### config.mk
export PLATFORM = sky130hd
export DESIGN_NAME = bcd_iter_mul
export DESIGN_NICKNAME = d
export VERILOG_FILES = /design/src/rtl/bcd_mul_pkg.sv /design/src/rtl/bcd_digit_mul.sv /design/src/rtl/bcd_add_n.sv /design/src/rtl/bcd_pp_stage.sv /design/src/rtl/bcd_iter_mul.sv
export SDC_FILE = /design/constraint.sdc
export NUM_CORES = 1
export LEC_CHECK = 0
export BUFFER_PORTS_ARGS = -buffer_cell sky130_fd_sc_hd__clkbuf_2
export CORE_MARGIN = 4
export CORE_UTILIZATION = 50
export DETAILED_ROUTE_END_ITERATION = 12
export PLACE_DENSITY = 0.67
export SYNTH_ARGS = -nofsm -noshare
export SYNTH_HDL_FRONTEND = slang
export SYNTH_SLANG_ARGS = --single-unit
### constraint.sdc
create_clock -name clk -period 25.2 [get_ports clk]
set_input_delay 5.04 -clock clk [delete_from_list [all_inputs] [get_ports clk]]
set_output_delay 5.04 -clock clk [all_outputs]
set_load 0.01 [all_outputs]
### src/rtl/bcd_mul_pkg.sv
package bcd_mul_pkg;

    typedef logic [3:0] bcd_t;

    typedef struct packed {
        logic cout;
        bcd_t sum;
    } dsum_t;

    // Tag that travels with a partial product down the pipeline
    typedef struct packed {
        logic first;
        logic last;
        logic err;
    } pp_tag_t;

    typedef enum logic {
        GEN_IDLE = 1'b0,
        GEN_RUN  = 1'b1
    } gen_state_t;

    // One decimal digit adder with add-six correction
    function automatic dsum_t bcd_dadd(input bcd_t a, input bcd_t b, input logic cin);
        logic [4:0] s;
        dsum_t r;
        s = {1'b0, a} + {1'b0, b} + {4'd0, cin};
        if (s > 5'd9) begin
            r.sum  = 4'(s + 5'd6);
            r.cout = 1'b1;
        end else begin
            r.sum  = s[3:0];
            r.cout = 1'b0;
        end
        return r;
    endfunction

    function automatic logic bcd_ok(input bcd_t d);
        return d <= 4'd9;
    endfunction

endpackage

### src/rtl/bcd_digit_mul.sv
module bcd_digit_mul
    import bcd_mul_pkg::*;
(
    input  bcd_t x_i,
    input  bcd_t y_i,
    output bcd_t tens_o,
    output bcd_t ones_o
);
    logic [7:0] bin;
    logic [7:0] low2;

    // Binary product reduced mod 100 so both output digits stay decimal
    always_comb begin
        bin    = {4'd0, x_i} * {4'd0, y_i};
        low2   = bin % 8'd100;
        tens_o = 4'(low2 / 8'd10);
        ones_o = 4'(low2 % 8'd10);
    end
endmodule

### src/rtl/bcd_add_n.sv
module bcd_add_n
    import bcd_mul_pkg::*;
#(
    parameter int NDIG = 8,
    localparam int W = 4 * NDIG
) (
    input  logic [W-1:0] a_i,
    input  logic [W-1:0] b_i,
    input  logic         cin_i,
    output logic [W-1:0] sum_o,
    output logic         cout_o
);
    logic  [NDIG:0] carry;
    dsum_t          dig [NDIG];

    assign carry[0] = cin_i;

    for (genvar g = 0; g < NDIG; g++) begin : g_dig
        assign dig[g]          = bcd_dadd(a_i[4*g +: 4], b_i[4*g +: 4], carry[g]);
        assign sum_o[4*g +: 4] = dig[g].sum;
        assign carry[g+1]      = dig[g].cout;
    end

    assign cout_o = carry[NDIG];
endmodule

### src/rtl/bcd_pp_stage.sv
module bcd_pp_stage
    import bcd_mul_pkg::*;
#(
    parameter int NDIG = 8,
    localparam int W  = 4 * NDIG,
    localparam int WP = 4 * (NDIG + 1)
) (
    input  logic          clk,
    input  logic          rst,
    input  logic          en_i,
    input  logic [W-1:0]  mcand_i,
    input  bcd_t          digit_i,
    input  pp_tag_t       tag_i,
    output logic          vld_o,
    output logic [WP-1:0] pp_o,
    output pp_tag_t       tag_o
);
    logic [W-1:0]  ones_v;
    logic [W-1:0]  tens_v;
    logic [WP-1:0] merged;
    logic          merge_cout;

    // One single-digit multiplier per multiplicand digit
    for (genvar g = 0; g < NDIG; g++) begin : g_mul
        bcd_digit_mul u_dm (
            .x_i    (mcand_i[4*g +: 4]),
            .y_i    (digit_i),
            .tens_o (tens_v[4*g +: 4]),
            .ones_o (ones_v[4*g +: 4])
        );
    end

    // Tens digits sit one place above their ones digits
    bcd_add_n #(.NDIG(NDIG + 1)) u_merge (
        .a_i    ({4'd0, ones_v}),
        .b_i    ({tens_v, 4'd0}),
        .cin_i  (1'b0),
        .sum_o  (merged),
        .cout_o (merge_cout)
    );

    always_ff @(posedge clk) begin
        if (rst) begin
            vld_o <= 1'b0;
            pp_o  <= '0;
            tag_o <= '0;
        end else begin
            vld_o <= en_i;
            if (en_i) begin
                pp_o  <= merged;
                tag_o <= tag_i;
            end
        end
    end

    AST_PP_NO_CARRY: assert property (@(posedge clk) disable iff (rst)
        (en_i && !tag_i.err) |-> !merge_cout);
endmodule

### src/rtl/bcd_iter_mul.sv
module bcd_iter_mul
    import bcd_mul_pkg::*;
#(
    parameter int NDIG = 8,
    localparam int W  = 4 * NDIG,
    localparam int WP = 4 * (NDIG + 1),
    localparam int CW = (NDIG > 1) ? $clog2(NDIG) : 1
) (
    input  logic           clk,
    input  logic           rst,
    input  logic           start_i,
    input  logic [W-1:0]   mcand_i,
    input  logic [W-1:0]   mplier_i,
    output logic           ready_o,
    output logic           valid_o,
    output logic [2*W-1:0] product_o,
    output logic           err_o
);
    localparam logic [CW-1:0] LAST_CNT = CW'(NDIG - 1);

    // ---------------- issue and digit sequencing ----------------
    gen_state_t    gen_st;
    logic [CW-1:0] cnt_q;
    logic [W-1:0]  mcand_q;
    logic [W-1:0]  mplier_q;
    logic          op_err_q;
    logic          in_bad;
    logic          accept;
    logic          gen_en;
    logic          gen_last;
    pp_tag_t       gen_tag;

    always_comb begin
        in_bad = 1'b0;
        for (int i = 0; i < NDIG; i++) begin
            if (!bcd_ok(mcand_i[4*i +: 4]) || !bcd_ok(mplier_i[4*i +: 4]))
                in_bad = 1'b1;
        end
    end

    assign gen_en   = (gen_st == GEN_RUN);
    assign gen_last = gen_en && (cnt_q == LAST_CNT);
    assign ready_o  = !gen_en || gen_last;
    assign accept   = start_i && ready_o;

    always_comb begin
        gen_tag.first = (cnt_q == '0);
        gen_tag.last  = (cnt_q == LAST_CNT);
        gen_tag.err   = op_err_q;
    end

    always_ff @(posedge clk) begin
        if (rst) begin
            gen_st   <= GEN_IDLE;
            cnt_q    <= '0;
            mcand_q  <= '0;
            mplier_q <= '0;
            op_err_q <= 1'b0;
        end else begin
            if (gen_en) begin
                mplier_q <= {4'd0, mplier_q[W-1:4]};
                cnt_q    <= cnt_q + CW'(1);
                if (gen_last)
                    gen_st <= GEN_IDLE;
            end
            if (accept) begin
                mcand_q  <= mcand_i;
                mplier_q <= mplier_i;
                cnt_q    <= '0;
                op_err_q <= in_bad;
                gen_st   <= GEN_RUN;
            end
        end
    end

    // ---------------- partial product stage ----------------
    logic          pp_vld;
    logic [WP-1:0] pp_q;
    pp_tag_t       pp_tag;

    bcd_pp_stage #(.NDIG(NDIG)) u_pp (
        .clk     (clk),
        .rst     (rst),
        .en_i    (gen_en),
        .mcand_i (mcand_q),
        .digit_i (mplier_q[3:0]),
        .tag_i   (gen_tag),
        .vld_o   (pp_vld),
        .pp_o    (pp_q),
        .tag_o   (pp_tag)
    );

    // ---------------- accumulation stage ----------------
    logic [W-1:0]   acc_q;
    logic [W-1:0]   lo_q;
    logic [W-1:0]   acc_in;
    logic [WP-1:0]  acc_sum;
    logic           acc_cout;
    logic [2*W-1:0] prod_q;
    logic           valid_q;
    logic           err_q;

    assign acc_in = pp_tag.first ? '0 : acc_q;

    bcd_add_n #(.NDIG(NDIG + 1)) u_acc (
        .a_i    ({4'd0, acc_in}),
        .b_i    (pp_q),
        .cin_i  (1'b0),
        .sum_o  (acc_sum),
        .cout_o (acc_cout)
    );

    always_ff @(posedge clk) begin
        if (rst) begin
            acc_q   <= '0;
            lo_q    <= '0;
            prod_q  <= '0;
            valid_q <= 1'b0;
            err_q   <= 1'b0;
        end else begin
            valid_q <= 1'b0;
            if (pp_vld) begin
                acc_q <= acc_sum[WP-1:4];
                lo_q  <= {acc_sum[3:0], lo_q[W-1:4]};
                if (pp_tag.last) begin
                    prod_q  <= {acc_sum, lo_q[W-1:4]};
                    valid_q <= 1'b1;
                    err_q   <= pp_tag.err;
                end
            end
        end
    end

    assign valid_o   = valid_q;
    assign product_o = prod_q;
    assign err_o     = err_q;

    // ---------------- assertions ----------------
    logic prod_digits_ok;
    logic lo_digits_ok;

    always_comb begin
        prod_digits_ok = 1'b1;
        for (int i = 0; i < 2*NDIG; i++)
            if (!bcd_ok(prod_q[4*i +: 4])) prod_digits_ok = 1'b0;
        lo_digits_ok = 1'b1;
        for (int i = 0; i < NDIG; i++)
            if (!bcd_ok(lo_q[4*i +: 4])) lo_digits_ok = 1'b0;
    end

    AST_VALID_PULSE: assert property (@(posedge clk) disable iff (rst)
        valid_o |=> !valid_o);

    AST_READY_DROP: assert property (@(posedge clk) disable iff (rst)
        (accept && NDIG > 1) |=> !ready_o);

    AST_PROD_DIGITS: assert property (@(posedge clk) disable iff (rst)
        (valid_o && !err_o) |-> prod_digits_ok);

    AST_ACC_NO_CARRY: assert property (@(posedge clk) disable iff (rst)
        (pp_vld && !pp_tag.err) |-> !acc_cout);

    AST_LO_DIGITS: assert property (@(posedge clk) disable iff (rst)
        (valid_o && !err_o) |-> lo_digits_ok);

    AST_PROD_HOLD: assert property (@(posedge clk) disable iff (rst)
        !valid_o |-> $stable(product_o));
endmodule

==> impl_metrics.yaml <==
clock_network:
  clockBufferDepth: 3
  cts.sinks: 235
  cts_max_level: 1
  cts_buffers: 28
  clk_latency_ns: 0.57
  postCtsHoldBufs: 0
  cts_setup_buffers: 0
  cts-root-buf: "clkbuf_16"
  path_clk_slew_ns: 0.06
  tritoncts: "yes"
  cts_resized: 0
timing:
  layout_setup_ws_ns: 4.49
  tns_ns: 0
  hold_viol: 0
  worstMarginPinSlew_ns: 1.27
  drv_slew: 0
  rsz0062_at_grt: "false"
  finalClockSkew_ns: 0.0251
  slew_headroom_pct: 14.6
  fmax_mhz: 48.3
  final.min_clock_period_ns: 20.71
  setup_viol: 0
  fin_crit_sh_pct: 82.2
detailed_routing:
  wl_per_cell_um: 16.0
  ant_nets: 0
  drtIter0Drc: 1369
  drc: 0
  vias: 19200
  firstDrtPassIters: 5
  wirelength_um: 52400
  via_per_inst: 5.88
setup_path:
  cpMostUsedCell: "fa_1"
  worst_ep_arrival_time_ns: 21.21
  cp_max_fo: 29
  critPathMaxStageDelay_ns: 0.99
  cp.required_ns: 25.70
  path_class: "flip-flop to flip-flop"
  cp_slowest_cell: "o21ai_0"
  start_kind: "flip-flop"
  crit_path_end_kind: "flip-flop"
finish:
  regArea_um2: 4710
  n_antenna_cell: 0
  stdcell_count: 3269
  n_fill_cell: 3811
  postLayoutCoreUtil_pct: 55.4
  drive_above_1_share_pct: 9.10
  syn_to_final_growth_pct: 8.59
  mostFrequentLayoutCell: "nand2_1"
  multiInputGateArea_um2: 15100
  most-common-layout-cells: "nand2_1 (369), nor2_1 (264), dfxtp_1 (233)"
  finalNetCount: 3034
logic_synthesis:
  async_flop_share_pct: 0
  synthFlopType: "dfxtp_1"
  synth_area_um2: 21000
  ys_seq_area_share_pct: 22.4
  yosys_warnings: 0
  synth-edff-count: 0
  synthCells: 2695
  ys_seq_elements: 235
  synth_cell_types: 100
  avgSynthCellArea_um2: 7.79
  synth_fp_nets: 3010
grt:
  grt_pass1_wl_um: 87200
  busiest_layer: "met2"
  use_met3_pct: 2.03
  gr-total-overflow: 0
  grtUsageMet2_pct: 39.6
  grt_max_degree: 93
  antenna_found_initial: 0
  grt_pass1_vias: 18100
  use_met1_pct: 28.7
  grt_util_all_layers_pct: 22.3
min_path:
  holdCritPathClass: "flip-flop to flip-flop"
power:
  irDropWorstVdd_mv: 0.0519
  power_frac_seq_pct: 33.7
  p_sw_share_pct: 34.6
  comb_power_share_pct: 32.1
  clock_power_share_pct: 34.2
  p_leak_nw: 9.99
  switchingPower_mw: 0.419
  power_mw: 1.21
  p_per_area_nw_per_um2: 53.1
  internal-power_mw: 0.793
outcome:
  run_status: "completed"
flow_run:
  maxCapViolCount: 0
place:
  port_buffers: 133
  place_hpwl_um: 38800
  pre_cts_ws_ns: 4.53
  gp_congestion: 0.822
  dpl.cell_count: 3221
die:
  initial_utilization_pct: 51.0
  fp.dieH_um: 213
  rows: 74
  fp.coreArea_um2: 41200
  die_width_um: 213
  die_area_um2: 45400
  ios: 134
[synthesized netlist by cell type, types with 16 or more instances]
cell	count	share of area (%)
a32oi_1	20	0.83
a21o_1	45	1.6
mux2i_1	89	4.2
a311oi_1	37	1.5
ha_1	187	11
o21ai_0	85	2.0
and2_1	88	2.6
a211oi_1	78	2.8
nor3_1	51	1.2
nand3_1	47	1.1
or3_1	22	0.66
nand2_1	370	6.6
nand4_1	16	0.48
o21a_1	20	0.71
fa_1	61	5.8
inv_1	149	2.7
nor2b_1	48	1.4
nand2b_1	34	1.0
nor2_1	264	4.7
xnor2_1	98	4.1
o22ai_1	19	0.57
a21oi_1	172	4.1
dfxtp_1	235	22
clkbuf_1	130	2.3
xor2_1	25	1.0
a31oi_1	17	0.51
[routing by layer]
| metal | part of all wire [%] | wire length (um) |
|---|---|---|
| met4 | 3.1 | 1600 |
| met3 | 3.9 | 2050 |
| met1 | 44 | 23100 |
| met5 | 0 | 0 |
| met2 | 49 | 25600 |
[sequential cells by signal (all words and copies together) (netlist names), 3 cells and up]
signal / flops
lo_q: 28
product_o: 64
mplier_q: 32
mcand_q: 32
u_pp.tag_o: 3
u_pp.pp_o: 36
cnt_q: 3
acc_q: 32
[worst paths after layout]
kind                              start  cells after the start                    endpoint  slack [ns]
min          product_o[13]$_SDFFE_PP0P_                      2  product_o[13]$_SDFFE_PP0P_        0.45
max            mplier_q[2]$_SDFFE_PP0P_                     64  u_pp.pp_o[34]$_SDFFE_PP0P_        4.49
min reg2reg  product_o[13]$_SDFFE_PP0P_                      2  product_o[13]$_SDFFE_PP0P_        0.45
max reg2reg    mplier_q[2]$_SDFFE_PP0P_                     64  u_pp.pp_o[34]$_SDFFE_PP0P_        4.49
[through the flow]
stage / cell area (um^2) / hold WS, ns
floorplan: 21000 / 0.431
global placement: 21900 / 0.441
detailed placement: 21900 / 0.443
CTS: 22800 / 0.455
global route: 22800 / 0.478
finish: 22800 / 0.452
[power by group through the flow]
stage	Clock (mW)	Sequential, mW	Combinational [mW]
after floorplan	0	0.410	0.298
after global placement	0	0.416	0.373
after detailed placement	0	0.417	0.387
after CTS	0.423	0.409	0.390
after global routing	0.440	0.411	0.439
final	0.414	0.408	0.389
[cells by family (layout without fill, tap and decap cells)]
| kind of cell | after synthesis | after routing | synth area share, % |
|---|---|---|---|
| simple gates | 1003 | 1003 | 22.3 |
| compound gates | 673 | 673 | 22.6 |
| buf+inv | 308 | 350 | 5.62 |
| fa+ha+maj | 251 | 251 | 17.1 |
| flops | 235 | 235 | 22.4 |
| xor+xnor | 123 | 123 | 5.13 |
| mux | 101 | 101 | 4.90 |
| other cells | 1 | 1 | 0.0179 |
[critical path, delay by kind of cell, from the launching register on]
family                     cells  cell delay (ns)
adders and majority gates     26             9.39
AOI/OAI and AO/OA             22             6.12
DFF                            1             0.37
xor gates and xnor gates       9             2.86
and+or+nand+nor                5             1.48
buffers and inverters          2             0.39
[final cells by class]
cell class / count / share of cell area (%)
inverters: 150 / 2.47
well taps: 532 / 2.92
repair buffers: 152 / 3.57
clock buffers: 38 / 3.37
multi-input cells: 2152 / 66.3
clock inverters: 10 / 0.713
flip-flops and latches: 235 / 20.6
(Power assumes the default switching activity.)
